`src/rtl/sfc_pkg.sv`:
```
// Shared state types for the SPI load fault checker.
package sfc_pkg;

    // Phases of one byte transfer on the SPI pins.
    typedef enum logic [2:0] {
        XF_IDLE,
        XF_LEAD,
        XF_HIGH,
        XF_LOW,
        XF_LAG
    } xfer_state_t;

    // Phases of the write / settle / rewrite sequence.
    typedef enum logic [1:0] {
        SQ_IDLE,
        SQ_PASS1,
        SQ_SETTLE,
        SQ_PASS2
    } seq_state_t;

endpackage

```
`src/rtl/sfc_byte_xfer.sv`:
```
// One SPI byte transfer in mode with SCLK idle low.
// CE falls, and after LEAD_CYC cycles SCLK rises. Each bit takes HALF_CYC
// cycles high, then HALF_CYC cycles low. MOSI changes at the rising edges
// so the slave can sample it on the falling edges. MISO passes through
// SYNC_STAGES flops and is sampled in the last cycle of each high phase.
// CE rises LAG_CYC cycles after the low phase that follows the last bit.
// Assumes HALF_CYC > SYNC_STAGES + 1, LEAD_CYC >= 1, LAG_CYC >= 1, W >= 2.
module sfc_byte_xfer
    import sfc_pkg::*;
#(
    parameter int W           = 8,
    parameter int HALF_CYC    = 13,
    parameter int LEAD_CYC    = 13,
    parameter int LAG_CYC     = 13,
    parameter int SYNC_STAGES = 2
) (
    input  logic         clk,
    input  logic         rst_n,
    input  logic         go,
    input  logic [W-1:0] tx_byte,
    output logic [W-1:0] rx_byte,
    output logic         xfer_done,
    output logic         spi_ce_n,
    output logic         spi_sclk,
    output logic         spi_mosi,
    input  logic         spi_miso
);

    localparam int MAXC = (HALF_CYC > LEAD_CYC) ?
                          ((HALF_CYC > LAG_CYC) ? HALF_CYC : LAG_CYC) :
                          ((LEAD_CYC > LAG_CYC) ? LEAD_CYC : LAG_CYC);
    localparam int CW = $clog2(MAXC + 1);
    localparam int BW = $clog2(W);
    localparam logic [CW-1:0] HALF_LAST = CW'(HALF_CYC - 1);
    localparam logic [CW-1:0] LEAD_LAST = CW'(LEAD_CYC - 1);
    localparam logic [CW-1:0] LAG_LAST  = CW'(LAG_CYC - 1);
    localparam logic [BW-1:0] BIT_LAST  = BW'(W - 1);

    xfer_state_t   state;
    logic [CW-1:0] cnt;
    logic [BW-1:0] bit_idx;
    logic [W-1:0]  tx_sr;
    logic [W-1:0]  rx_sr;
    logic          miso_s;

    // MISO synchronizer; the number of stages picks the variant.
    generate
        if (SYNC_STAGES == 0) begin : g_nosync
            assign miso_s = spi_miso;
        end else begin : g_sync
            logic [SYNC_STAGES-1:0] pipe;
            logic [SYNC_STAGES:0]   pipe_n;
            always_comb pipe_n = {pipe, spi_miso};
            // Shift MISO through the synchronizer flops.
            always_ff @(posedge clk) begin
                if (!rst_n) pipe <= '0;
                else        pipe <= pipe_n[SYNC_STAGES-1:0];
            end
            assign miso_s = pipe[SYNC_STAGES-1];
        end
    endgenerate

    // Transfer sequencer: CE lead, eight SCLK periods, CE lag.
    always_ff @(posedge clk) begin
        if (!rst_n) begin
            state     <= XF_IDLE;
            cnt       <= '0;
            bit_idx   <= '0;
            tx_sr     <= '0;
            rx_sr     <= '0;
            spi_ce_n  <= 1'b1;
            spi_sclk  <= 1'b0;
            xfer_done <= 1'b0;
        end else begin
            xfer_done <= 1'b0;
            case (state)
                XF_IDLE: begin
                    if (go) begin
                        spi_ce_n <= 1'b0;
                        tx_sr    <= tx_byte;
                        cnt      <= '0;
                        bit_idx  <= '0;
                        state    <= XF_LEAD;
                    end
                end
                XF_LEAD: begin
                    if (cnt == LEAD_LAST) begin
                        cnt      <= '0;
                        spi_sclk <= 1'b1;
                        state    <= XF_HIGH;
                    end else begin
                        cnt <= cnt + 1'b1;
                    end
                end
                XF_HIGH: begin
                    if (cnt == HALF_LAST) begin
                        cnt      <= '0;
                        spi_sclk <= 1'b0;
                        rx_sr    <= {rx_sr[W-2:0], miso_s};
                        state    <= XF_LOW;
                    end else begin
                        cnt <= cnt + 1'b1;
                    end
                end
                XF_LOW: begin
                    if (cnt == HALF_LAST) begin
                        cnt <= '0;
                        if (bit_idx == BIT_LAST) begin
                            state <= XF_LAG;
                        end else begin
                            bit_idx  <= bit_idx + 1'b1;
                            tx_sr    <= {tx_sr[W-2:0], 1'b0};
                            spi_sclk <= 1'b1;
                            state    <= XF_HIGH;
                        end
                    end else begin
                        cnt <= cnt + 1'b1;
                    end
                end
                XF_LAG: begin
                    if (cnt == LAG_LAST) begin
                        cnt       <= '0;
                        spi_ce_n  <= 1'b1;
                        tx_sr     <= '0;
                        xfer_done <= 1'b1;
                        state     <= XF_IDLE;
                    end else begin
                        cnt <= cnt + 1'b1;
                    end
                end
                default: state <= XF_IDLE;
            endcase
        end
    end

    assign spi_mosi = tx_sr[W-1];
    assign rx_byte  = rx_sr;

    // ---------------- assertions ----------------
    logic [CW:0] lvl_run;
    logic        sclk_seen;

    // Checker: counts how long SCLK has held its current level.
    always_ff @(posedge clk) begin
        if (!rst_n) begin
            lvl_run   <= '0;
            sclk_seen <= 1'b0;
        end else if (spi_sclk != sclk_seen) begin
            lvl_run   <= 1;
            sclk_seen <= spi_sclk;
        end else if (lvl_run != '1) begin
            lvl_run <= lvl_run + 1'b1;
        end
    end


    sclk_idle_low_chk: assert property (@(posedge clk) disable iff (!rst_n)
        spi_ce_n |-> !spi_sclk);


    ce_edge_sclk_low_chk: assert property (@(posedge clk) disable iff (!rst_n)
        (spi_ce_n != $past(spi_ce_n)) |-> (!spi_sclk && !$past(spi_sclk)));


    mosi_hold_at_fall_chk: assert property (@(posedge clk) disable iff (!rst_n)
        ($past(spi_sclk) && !spi_sclk) |-> (spi_mosi == $past(spi_mosi)));


    sclk_high_len_chk: assert property (@(posedge clk) disable iff (!rst_n)
        (!spi_sclk && sclk_seen) |-> (lvl_run >= (CW+1)'(HALF_CYC)));

endmodule

```
`config.mk`:
```
export PLATFORM = sky130hd
export DESIGN_NAME = sfc_byte_xfer
export DESIGN_NICKNAME = d
export VERILOG_FILES = /design/src/rtl/sfc_pkg.sv /design/src/rtl/sfc_byte_xfer.sv
export SDC_FILE = /design/constraint.sdc
export NUM_CORES = 1
export LEC_CHECK = 0
export BUFFER_PORTS_ARGS = -buffer_cell sky130_fd_sc_hd__buf_2
export CAP_MARGIN = 20
export CORE_MARGIN = 1.5
export CORE_UTILIZATION = 46
export DETAILED_ROUTE_END_ITERATION = 6
export GPL_TIMING_DRIVEN = 0
export PLACE_DENSITY_LB_ADDON = 0.05
export SYNTH_ARGS = -nofsm -noshare
export SYNTH_HDL_FRONTEND = slang
export SYNTH_SLANG_ARGS = --single-unit
```
`constraint.sdc`:
```
create_clock -name clk -period 2.1 [get_ports clk]
set_input_delay 0.21 -clock clk [delete_from_list [all_inputs] [get_ports clk]]
set_output_delay 0.21 -clock clk [all_outputs]
set_load 0.02 [all_outputs]
```
### Word level (Yosys, flattened, before mapping)

Index checks and enable logic that the tools add are counted.

| storage, ports and cells | value |
|---|---|
| memories kept | 0 |
| bits of input ports | 12 |
| memory bits (read-only) | 0 |
| bits in latches | 0 |
| RAM bits | 0 |
| register bits after elaboration | 31 |
| word-level logic and storage cells | 65 |

| operators by class | value |
|---|---|
| shift operators | 0 |
| bitwise operators | 0 |
| multipliers | 0 |
| $lt $le $gt $ge | 0 |
| multiplexer cells | 27 |
| add/sub/neg operators | 2 |
| div/mod/pow operators | 0 |
| equal/unequal tests | 12 |
| reduce and logical (&&, ||, !) cells | 15 |

Operators with widths:

| cell | number |
|---|---|
| $mux W8 | 4 |
| $mux W3 | 9 |
| $pmux W8 S3 | 1 |
| $pmux W3 S5 | 1 |
| $reduce_and A5 Y1 | 3 |
| $ne A2 B2 Y1 const B | 6 |
| $mux W4 | 2 |
| $pmux W4 S2 | 1 |
| $eq A3 B2 Y1 const B | 2 |
| $eq A3 B3 Y1 const B | 2 |
| $mux W1 | 6 |
| $pmux W3 S2 | 1 |
| $reduce_and A2 Y1 | 3 |
| $reduce_bool A2 Y1 | 3 |
| $reduce_bool A3 Y1 | 2 |
| $add A4 B1 Y4 const B | 1 |
| $eq A4 B4 Y1 const B | 1 |
| $reduce_and A4 Y1 | 1 |
| $reduce_or A4 Y1 | 1 |
| $add A3 B1 Y3 const B | 1 |
| $eq A3 B1 Y1 const B | 1 |
| $logic_not A3 Y1 | 1 |
| $pmux W1 S3 | 1 |
| $reduce_and A3 Y1 | 1 |
| $pmux W1 S2 | 1 |

### Logic depth before layout (Yosys ltp)

Gate-level depths: netlist (run 1).

| logic depth | value |
|---|---|
| depth after elaboration | 4 |
| depth in mapped cells | 7 |

### Worst setup path after synthesis (run 1)

Ideal clock, no wire load.

| timing path | value |
|---|---|
| path type | register to register |
| from | register cnt[0] |
| to | register bit_idx[1] |
| cell stages (with the launch flop) | 7 |
| data required time | 2029 ps |
| arrival | 1563 ps |
| path slack | 467 ps |
| clock period less this slack | 1633 ps |
| path through | dfxtp_1 > inv_1 > ha_1 > nand3_2 > o31a_4 > or3b_1 > a21oi_1 |

| between the ends | value |
|---|---|
| cells in the longest elaborated chain, start to end | 3 |

Ends and longest elaborated chain:

| element | line | RTL |
|---|---|---|
| from (decl) | sfc_byte_xfer.sv:40 | `logic [CW-1:0] cnt;` |
| from (signal assigned) | sfc_byte_xfer.sv:92 | `cnt <= cnt + 1'b1;` |
| from (signal assigned) | sfc_byte_xfer.sv:102 | `cnt <= cnt + 1'b1;` |
| from (signal assigned) | sfc_byte_xfer.sv:117 | `cnt <= cnt + 1'b1;` |
| $eq A4 B4 Y1 | sfc_byte_xfer.sv:106 | `if (cnt == HALF_LAST) begin` |
| $ne A2 B2 Y1 (no source line) | - |  |
| $reduce_and A4 Y1 (no source line) | - |  |
| to (signal assigned) | sfc_byte_xfer.sv:111 | `bit_idx <= bit_idx + 1'b1;` |
| to (decl) | sfc_byte_xfer.sv:41 | `logic [BW-1:0] bit_idx;` |

No other way between the ends.
A chain may end at the register's enable or synchronous reset.

### Worst setup path after layout (run 1)

| timing path | value |
|---|---|
| from | register cnt[0] |
| to | register rx_sr[6], in the netlist rx_byte[6] |

| between the ends | value |
|---|---|
| cells in the longest elaborated chain, start to end | 2 |

Ends and longest elaborated chain:

| element | line | RTL |
|---|---|---|
| $eq A4 B4 Y1 | sfc_byte_xfer.sv:96 | `if (cnt == HALF_LAST) begin` |
| $reduce_and A2 Y1 (no source line) | - |  |
| to (signal assigned) | sfc_byte_xfer.sv:99 | `rx_sr <= {rx_sr[W-2:0], miso_s};` |
| to (decl) | sfc_byte_xfer.sv:43 | `logic [W-1:0] rx_sr;` |

No other way between the ends.

==> results of run 1 <==
flip-flops by register name (all words and copies together) (netlist names):
name and cells:
bit_idx 3, cnt 4, spi_sclk 1, xfer_done 1, g_sync.pipe 2, rx_byte 8, tx_sr 8, state 3
spi_ce_n 1
metal layers:
metal	global-route usage [%]	share of wire, %	up-vias
li1	-	-	704
met1	27.19	47	644
met2	32.76	47	42
met3	5.757	5.4	4
met4	6.984	0.87	0
met5	0	0	-
cell type report:
class,count,area [um^2],share of cell area [%]
Multi-Input combinational cell,133,822.0,46.83
Sequential cell,31,620.6,35.35
Timing Repair Buffer,23,115.1,6.557
Clock buffer,8,68.82,3.920
Buffer,13,55.05,3.136
Tap cell,44,55.05,3.136
Inverter,5,18.77,1.069
stage by stage:
stage / hold slack [ns] / setup WS [ns] / area, um^2
after floorplan: 0.3373 / 0.4670 / 1515
after global placement: 0.4177 / 0.2164 / 1685
after detailed placement: 0.4258 / 0.1278 / 1685
after CTS: 0.1015 / 0.09633 / 1754
after global routing: 0.09815 / 0.02453 / 1755
final: 0.1037 / 0.1651 / 1755
worst paths after layout:
path,startpoint,end,cells after the start
worst min-delay path,spi_miso,g_sync.pipe[0],2
worst min register to register,g_sync.pipe[0],g_sync.pipe[1],1
worst max register to register,cnt[0],rx_byte[6],7
worst max-delay path,cnt[0],rx_byte[6],7
Yosys cell counts (all sizes together):
library cell and number:
dfxtp 31, nand2 24, o21ai 19, a21oi 16, nor2 15, nand3 11
clkbuf 9, mux2i 8, or3 7, inv 5, buf 4, ha 4
a211oi 2, a21o 2, a22oi 2, and2 2, nor2b 2, nor4 2
or3b 2, a2111oi 1, and3 1, mux2 1, nand2b 1, nand3b 1
nor4b 1, o2111ai 1, o22a 1, o31a 1, o32a 1, o32ai 1
o41a 1, or4 1, or4b 1, xnor2 1
logic make-up (layout without fill, tap and decap cells):
kind of cell	count (synthesis)	in the layout	share of synthesized area [%]
AO/OA/AOI/OAI	48	48	19.65
XOR/XNOR	1	1	0.5781
adder cells (fa/ha/maj)	4	4	3.303
buffers and inverters	18	49	4.789
flip-flops	31	31	40.96
multiplexers	9	9	6.028
AND/OR/NAND/NOR	71	71	24.69
power breakdown:
group / switching [mW] / total [mW] / internal [mW]
logic: 0.0612 / 0.107 / 0.0455
clock network: 0.203 / 0.400 / 0.197
registers: 0.00922 / 0.612 / 0.603
total: 0.273 / 1.12 / 0.846
==> flow_metrics.env, run 1 <==
export IMPL_antenna_found_initial=0
export IMPL_clk_pin_slew_ns=0.09
export IMPL_cp_data_required_time_ns=2.35
export IMPL_fin_tns_setup_ns=0
export IMPL_fp_coreArea_mm2=0.003103
export IMPL_dp_hpwl_um=2330
export IMPL_min_period_ns=1.935
export IMPL_end_kind="flip-flop"
export IMPL_yosys_area_top_type="dfxtp_1"
export IMPL_die_h_um=60.39
export IMPL_drt_total_wl_um=3340
export IMPL_mostFrequentLayoutCell="dfxtp_1"
export IMPL_syn_area_per_cell_um2=8.325
export IMPL_grt_overflow=0
export IMPL_relSlewSlack_pct=60.79
export IMPL_cp_top_family="simple AND/OR/NAND/NOR gates"
export IMPL_synth_seq_cells=31
export IMPL_drive_gt1_share_pct=18.78
export IMPL_drt_initial_drc_count=72
export IMPL_diodes=0
export IMPL_vias_per_cell=5.424
export IMPL_dr_pass1_iters=4
export IMPL_cts_buffers=5
export IMPL_critPathLaunchType="flip-flop"
export IMPL_hp_class="input port to flip-flop"
export IMPL_crit_chain="inv_1 > ha_1 > nand3_2 > nor4b_4 > clkbuf_2 > nand3_1 > o21ai_0"
export IMPL_synth_fp_nets=198
export IMPL_worstPathArrival_ns=2.19
export IMPL_slew_violations=0
export IMPL_crit_type="flip-flop to flip-flop"
export IMPL_clock_sinks=31
export IMPL_syn_area_mm2=0.001515
export IMPL_status="complete, no violations"
export IMPL_initial_core_util_pct=48.83
export IMPL_p_leak_nw=0.7012
export IMPL_ir_drop_mv=0.3532
export IMPL_fin_total_pwr_mw=1.119
export IMPL_path_max_fanout=10
export IMPL_rsz0062_at_grt="no"
export IMPL_timing_fmax_mhz=516.8
export IMPL_final_cells=257
export IMPL_gp_congestion=0.7385
export IMPL_cts_htree_levels=2
export IMPL_worst_path_buf_inv=2
export IMPL_layout_common_cells="dfxtp_1, nand2_1, buf_2"
export IMPL_period_share_pct=92.14
export IMPL_worst_pin_slew_ns=0.5881
export IMPL_dieArea_mm2=0.003647
export IMPL_synth_seq_area_share_pct=40.96
export IMPL_final_nets=228
export IMPL_powerDensity_mw_per_mm2=637.3
export IMPL_fin_skew_ns=0.01377
export IMPL_wire_per_inst_um=13.00
export IMPL_syn_inst=182
export IMPL_setup_viol=0
export IMPL_ctsResizeCount=0
export IMPL_synth_cell_types=38
export IMPL_cts_root_buf="clkbuf_4"
export IMPL_critical_path_max_stage_delay_ns=0.47
export IMPL_drc_errors=0
export IMPL_cts_buffer_depth=2
export IMPL_worst_skew_pair_late_latency_ns=0.33
export IMPL_dr_total_vias=1394
export IMPL_netlist_area_leader_share_pct=40.96
export IMPL_num_fill_cells=312
export IMPL_finalHoldViolCount=0
export IMPL_ios=24
export IMPL_syn_to_final_growth_pct=15.85
export IMPL_cts_tree="done"
export IMPL_chipWidth_um=60.39
export IMPL_max_cap_violations=0
export IMPL_portBuffers=23
export IMPL_grt_pass1_wl_um=5616
export IMPL_dp_cells=249
export IMPL_rows=20
export IMPL_synthTopCellsByArea="dfxtp_1, o21ai_0, nand2_1"
export IMPL_grt_max_degree=11
export IMPL_cp_slowest_cell="nor4b_4"
export IMPL_grt_pass1_vias=1262
export IMPL_drtAntennaViolNets=0
export IMPL_rrSetupSlack_ns=0.17
export IMPL_gr_usage_all_layers_pct=20.65
export IMPL_post_cts_buffers=0
export IMPL_yosysWarnings=0
export IMPL_ctsHoldBuffers=0
export IMPL_utilization_pct=56.57
Note: power is estimated with default switching activity, not from simulation.
==> run 2: changes to the inputs <==
==> config.mk (replaced) <==
export PLATFORM = sky130hd
export DESIGN_NAME = sfc_byte_xfer
export DESIGN_NICKNAME = d
export VERILOG_FILES = /design/src/rtl/sfc_pkg.sv /design/src/rtl/sfc_byte_xfer.sv
export SDC_FILE = /design/constraint.sdc
export NUM_CORES = 1
export LEC_CHECK = 0
export BUFFER_PORTS_ARGS = -buffer_cell sky130_fd_sc_hd__buf_4
export CAP_MARGIN = 20
export CORE_MARGIN = 1.5
export CORE_UTILIZATION = 50
export DETAILED_ROUTE_END_ITERATION = 6
export GPL_TIMING_DRIVEN = 0
export PLACE_DENSITY = 0.83
export SYNTH_ARGS = -nofsm -noshare
export SYNTH_HDL_FRONTEND = slang
export SYNTH_SLANG_ARGS = --single-unit
==> run 2 against run 1 <==
Net effect: clock-buffer cell count decreased by 2; clock power up 24%; highest routed layer unchanged; non-clock buffer count unchanged; wire length down 8.9%; combinational power is 6% higher; cell area rose by 3.4%; sequential power hardly changed; worst hold slack worse by 0.0028 ns; setup slack gained 0.12 ns; utilization grew 8.1 points; via count is 0.93% lower.
==> flow_metrics.env, run 2 (same netlist as run 1, synthesis figures left out) <==
export IMPL_relSlewSlack_pct=61.57
export IMPL_cts_root_buf="clkbuf_4"
export IMPL_dr_total_vias=1381
export IMPL_ir_drop_mv=0.6200
export IMPL_timing_fmax_mhz=549.5
export IMPL_finalHoldViolCount=0
export IMPL_cts_tree="done"
export IMPL_powerDensity_mw_per_mm2=674.1
export IMPL_drt_total_wl_um=3043
export IMPL_grt_max_degree=11
export IMPL_worstHoldPathCells=2
export IMPL_cp_data_required_time_ns=2.36
export IMPL_cts_htree_levels=2
export IMPL_max_cap_violations=0
export IMPL_vias_per_cell=5.660
export IMPL_critical_path_max_stage_delay_ns=0.43
export IMPL_holdPathEnd="g_sync.pipe[0]"
export IMPL_dp_cells=236
export IMPL_timing_hold_ws_ns=0.1010
export IMPL_gp_congestion=0.8078
export IMPL_grt_pass1_wl_um=4968
export IMPL_drtAntennaViolNets=0
export IMPL_worstPathArrival_ns=2.08
export IMPL_cts_buffers=5
export IMPL_dr_pass1_iters=4
export IMPL_utilization_pct=64.67
export IMPL_startpoint="cnt[0]"
export IMPL_ios=24
export IMPL_grt_overflow=0
export IMPL_clock_sinks=31
export IMPL_wire_per_inst_um=12.47
export IMPL_worst_skew_pair_late_latency_ns=0.34
export IMPL_ctsHoldBuffers=0
export IMPL_hold_path_startpoint="spi_miso"
export IMPL_detailed_place_area_mm2=0.001727
export IMPL_p_leak_nw=0.7202
export IMPL_period_share_pct=86.66
export IMPL_mostFrequentLayoutCell="dfxtp_1"
export IMPL_rrSetupSlack_ns=0.28
export IMPL_chipWidth_um=58.05
export IMPL_initial_core_util_pct=54.01
export IMPL_num_fill_cells=257
export IMPL_timing_rr_start="cnt[0]"
export IMPL_rr_worst_depth=7
export IMPL_critPathLaunchType="flip-flop"
export IMPL_dp_hpwl_um=2162
export IMPL_end_kind="flip-flop"
export IMPL_hp_class="input port to flip-flop"
export IMPL_drive_gt1_share_pct=19.25
export IMPL_portBuffers=23
export IMPL_status="complete, no violations"
export IMPL_slew_violations=0
export IMPL_worst_pin_slew_ns=0.5764
export IMPL_syn_to_final_growth_pct=19.74
export IMPL_min_period_ns=1.820
export IMPL_cp_slowest_cell="nor4b_4"
export IMPL_die_h_um=58.05
export IMPL_path_max_fanout=10
export IMPL_crit_chain="inv_1 > ha_1 > nand3_2 > nor4b_4 > clkbuf_2 > nand3_1 > o21ai_0"
export IMPL_antenna_found_initial=0
export IMPL_drt_initial_drc_count=67
export IMPL_cts_buffer_depth=2
export IMPL_rows=19
export IMPL_fp_coreArea_mm2=0.002805
export IMPL_setup_viol=0
export IMPL_drc_errors=0
export IMPL_final_cells=244
export IMPL_dieArea_mm2=0.003370
export IMPL_gr_usage_all_layers_pct=19.12
export IMPL_clk_pin_slew_ns=0.10
export IMPL_grt_pass1_vias=1137
export IMPL_final_nets=228
export IMPL_final_area_mm2=0.001814
export IMPL_crit_type="flip-flop to flip-flop"
export IMPL_rsz0062_at_grt="no"
export IMPL_layout_common_cells="dfxtp_1, nand2_1, buf_4"
export IMPL_worst_path_buf_inv=2
export IMPL_cp_top_family="simple AND/OR/NAND/NOR gates"
export IMPL_diodes=0
export IMPL_fin_tns_setup_ns=0
export IMPL_fin_skew_ns=0.01295
export IMPL_r2r_end="rx_byte[7]"
## run 2: changes by cell type in the layout (fill, tap and decap cells not counted), sizes merged
| cell | before | now |
|---|---|---|
| bufinv | 0 | 1 |
| clkbuf | 17 | 15 |
| clkinv | 0 | 1 |
## run 2: worst max-delay path by stage
stage | endpoint | slack [ns] | cells past startpoint
2_1_floorplan | bit_idx[1] | 0.47 | 6
3_3_place_gp | rx_byte[7] | 0.21 | 6
3_5_place_dp | rx_byte[7] | 0.19 | 7
4_1_cts | rx_byte[7] | 0.16 | 7
6_report | rx_byte[7] | 0.28 | 7
5_1_grt | rx_byte[7] | 0.1 | 7
## run 2: final cells by class
type | count | area [um^2] | share of cell area, %
Tap cell | 31 | 38.79 | 2.138
Timing Repair Buffer | 23 | 172.7 | 9.517
Sequential cell | 31 | 620.6 | 34.21
Inverter | 5 | 18.77 | 1.034
Clock inverter | 2 | 35.03 | 1.931
Clock buffer | 6 | 51.30 | 2.828
Buffer | 13 | 55.05 | 3.034
Multi-Input combinational cell | 133 | 822.0 | 45.31
## run 2: power by group
part	switching, mW	total (mW)	internal, mW
Sequential	0.00950	0.613	0.603
Clock	0.217	0.498	0.281
Combinational	0.0598	0.113	0.0527
Total	0.286	1.22	0.937
## run 2: repair_timing
action                     CTS  global route
setup endpoints to repair    0             2
resized for setup            0             2
buffers inserted             0             0
## run 2: metal layers
metal,up-vias,global-route usage [%],wire (um)
li1,706,-,-
met1,640,25.21,1422
met2,31,29.87,1429
met3,4,6.696,162
met4,0,4.983,29
met5,-,0,0
## run 2: per-stage QoR
stage	power (mW)	worst slack, ns
floorplan	0.6994	0.4670
global route	1.277	0.09587
CTS	1.239	0.1636
global placement	0.7363	0.2060
finish	1.223	0.2801
detailed placement	0.7384	0.1907
==> run 3: changes to the inputs <==
--- a/config.mk
+++ b/config.mk
@@ -5,12 +5,11 @@
 export SDC_FILE = /design/constraint.sdc
 export NUM_CORES = 1
 export LEC_CHECK = 0
-export BUFFER_PORTS_ARGS = -buffer_cell sky130_fd_sc_hd__buf_4
+export BUFFER_PORTS_ARGS = -buffer_cell sky130_fd_sc_hd__buf_2
 export CAP_MARGIN = 20
 export CORE_MARGIN = 1.5
 export CORE_UTILIZATION = 50
 export DETAILED_ROUTE_END_ITERATION = 6
-export GPL_TIMING_DRIVEN = 0
 export PLACE_DENSITY = 0.83
 export SYNTH_ARGS = -nofsm -noshare
 export SYNTH_HDL_FRONTEND = slang
==> run 3 against run 2 <==
Net effect: utilization decreased by 2.4 points; flip-flop and latch count unchanged; non-clock buffer count shrank 7; worst hold slack got worse by 0.013 ns; critical path type unchanged; highest routed layer unchanged.
==> flow_metrics.env, run 3 (same netlist as run 1, synthesis figures left out) <==
export IMPL_ctsHoldBuffers=0
export IMPL_syn_to_final_growth_pct=15.28
export IMPL_crit_type="flip-flop to flip-flop"
export IMPL_num_fill_cells=253
export IMPL_diodes=0
export IMPL_intPower_mw=0.9289
export IMPL_dr_pass1_iters=4
export IMPL_clock_sinks=31
export IMPL_dpl_worst_slack_ns=0.3152
export IMPL_max_cap_violations=0
export IMPL_powerDensity_mw_per_mm2=688.9
export IMPL_wire_per_inst_um=12.52
export IMPL_mostFrequentLayoutCell="dfxtp_1"
export IMPL_p_switching_mw=0.2743
export IMPL_antenna_found_initial=0
export IMPL_chipWidth_um=58.05
export IMPL_vias_per_cell=5.700
export IMPL_fin_skew_ns=0.009755
export IMPL_timing_rr_start="cnt[0]"
export IMPL_status="complete, no violations"
export IMPL_drt_total_wl_um=2967
export IMPL_hp_class="input port to flip-flop"
export IMPL_p_leak_nw=0.7129
export IMPL_worstPathArrival_ns=2.08
export IMPL_min_period_ns=1.812
export IMPL_fp_coreArea_mm2=0.002805
export IMPL_rr_worst_depth=6
export IMPL_combPwrFrac_pct=8.3
export IMPL_dp_hpwl_um=2064
export IMPL_grt_max_degree=24
export IMPL_initial_core_util_pct=54.01
export IMPL_path_max_fanout=7
export IMPL_drc_errors=0
export IMPL_critPathLaunchType="flip-flop"
export IMPL_rrSetupSlack_ns=0.29
export IMPL_dieArea_mm2=0.003370
export IMPL_ios=24
export IMPL_timing_fmax_mhz=551.8
export IMPL_worst_pin_slew_ns=0.4652
export IMPL_cts_root_buf="clkbuf_4"
export IMPL_grt_overflow=0
export IMPL_power_switching_share_pct=22.80
export IMPL_setup_slack_ns=0.2879
export IMPL_ctsResizeCount=0
export IMPL_dr_total_vias=1351
export IMPL_worstHoldPathCells=2
export IMPL_slew_violations=0
export IMPL_clk_pin_slew_ns=0.09
export IMPL_finalHoldViolCount=0
export IMPL_rsz0062_at_grt="no"
export IMPL_end_kind="flip-flop"
export IMPL_die_h_um=58.05
export IMPL_cts_buffer_depth=2
export IMPL_r2r_end="bit_idx[1]"
export IMPL_grt_pass1_wl_um=4761
export IMPL_cts_tree="done"
export IMPL_worst_skew_pair_late_latency_ns=0.34
export IMPL_cp_data_required_time_ns=2.36
export IMPL_holdPathEnd="g_sync.pipe[0]"
export IMPL_hold_path_startpoint="spi_miso"
export IMPL_post_cts_buffers=0
export IMPL_portBuffers=23
export IMPL_drt_initial_drc_count=98
export IMPL_fin_tns_setup_ns=0
export IMPL_final_nets=221
export IMPL_gr_usage_all_layers_pct=18.71
export IMPL_drive_gt1_share_pct=21.36
export IMPL_rows=19
export IMPL_ir_drop_mv=0.6038
export IMPL_drtAntennaViolNets=0
export IMPL_cts_buffers=5
export IMPL_p_clk_share_pct=40.5
export IMPL_cts_htree_levels=2
export IMPL_gp_congestion=0.7483
export IMPL_grt_pass1_vias=1152
export IMPL_period_share_pct=86.29
export IMPL_layout_common_cells="dfxtp_1, nand2_1, buf_2"
export IMPL_relSlewSlack_pct=68.95
export IMPL_setup_viol=0
export IMPL_seq_power_share_pct=51.2
-- run 3: changes by cell type in the layout (fill, tap and decap cells not counted), sizes merged --
cell / previous run / this run
clkbuf: 15 / 6
buf: 27 / 29
-- run 3: metal layers --
layer / vias up / track usage [%] / part of all wire, %
met5: - / 0 / 0
met4: 0 / 11.30 / 2.7
met3: 10 / 4.688 / 4.6
met2: 33 / 28.90 / 45
met1: 621 / 23.44 / 48
li1: 687 / - / -
-- run 3: worst max-delay path by stage --
stage               cells after the start    from         end
finish                                  6  cnt[0]  bit_idx[1]
detailed placement                      6  cnt[0]  bit_idx[1]
CTS                                     6  cnt[0]  bit_idx[1]
global route                            6  cnt[0]  bit_idx[1]
global placement                        6  cnt[0]  bit_idx[1]
floorplan                               6  cnt[0]  bit_idx[1]
-- run 3: final cells by class --
type,count,area [um^2],area share (%)
clock buffer,6,51.30,2.937
tap,31,38.79,2.221
timing repair buffer,29,160.2,9.169
clock inverter,2,35.03,2.006
sequential,31,620.6,35.53
inverter,5,18.77,1.074
multi-input combinational,133,822.0,47.06
-- run 3: critical path, stage by stage (launching register included) --
cell and delay [ns]:
dfxtp_1 0.36, inv_1 0.09, ha_1 0.23, nand3_2 0.20
o31a_4 0.35, or3b_1 0.37, a21oi_1 0.15
-- run 3: metrics by stage --
step                      hold slack [ns]  instance area [um^2]  util [%]  std cells  total power, mW
final                             0.08812                  1747     62.27        237            1.203
after global routing              0.07924                  1747     62.27        237            1.257
after CTS                         0.07698                  1747     62.27        237            1.216
after detailed placement           0.4241                  1660     59.19        229           0.7288
after global placement             0.4172                  1660     59.19        229           0.7260
after floorplan                    0.3373                  1515         -        182           0.6994
-- run 3: power groups by stage --
stage	Clock, mW	Combinational, mW	Sequential [mW]
finish	0.487	0.0996	0.616
global route	0.527	0.111	0.619
CTS	0.500	0.0999	0.616
detailed placement	0	0.0991	0.630
global placement	0	0.0971	0.629
floorplan	0	0.0719	0.627
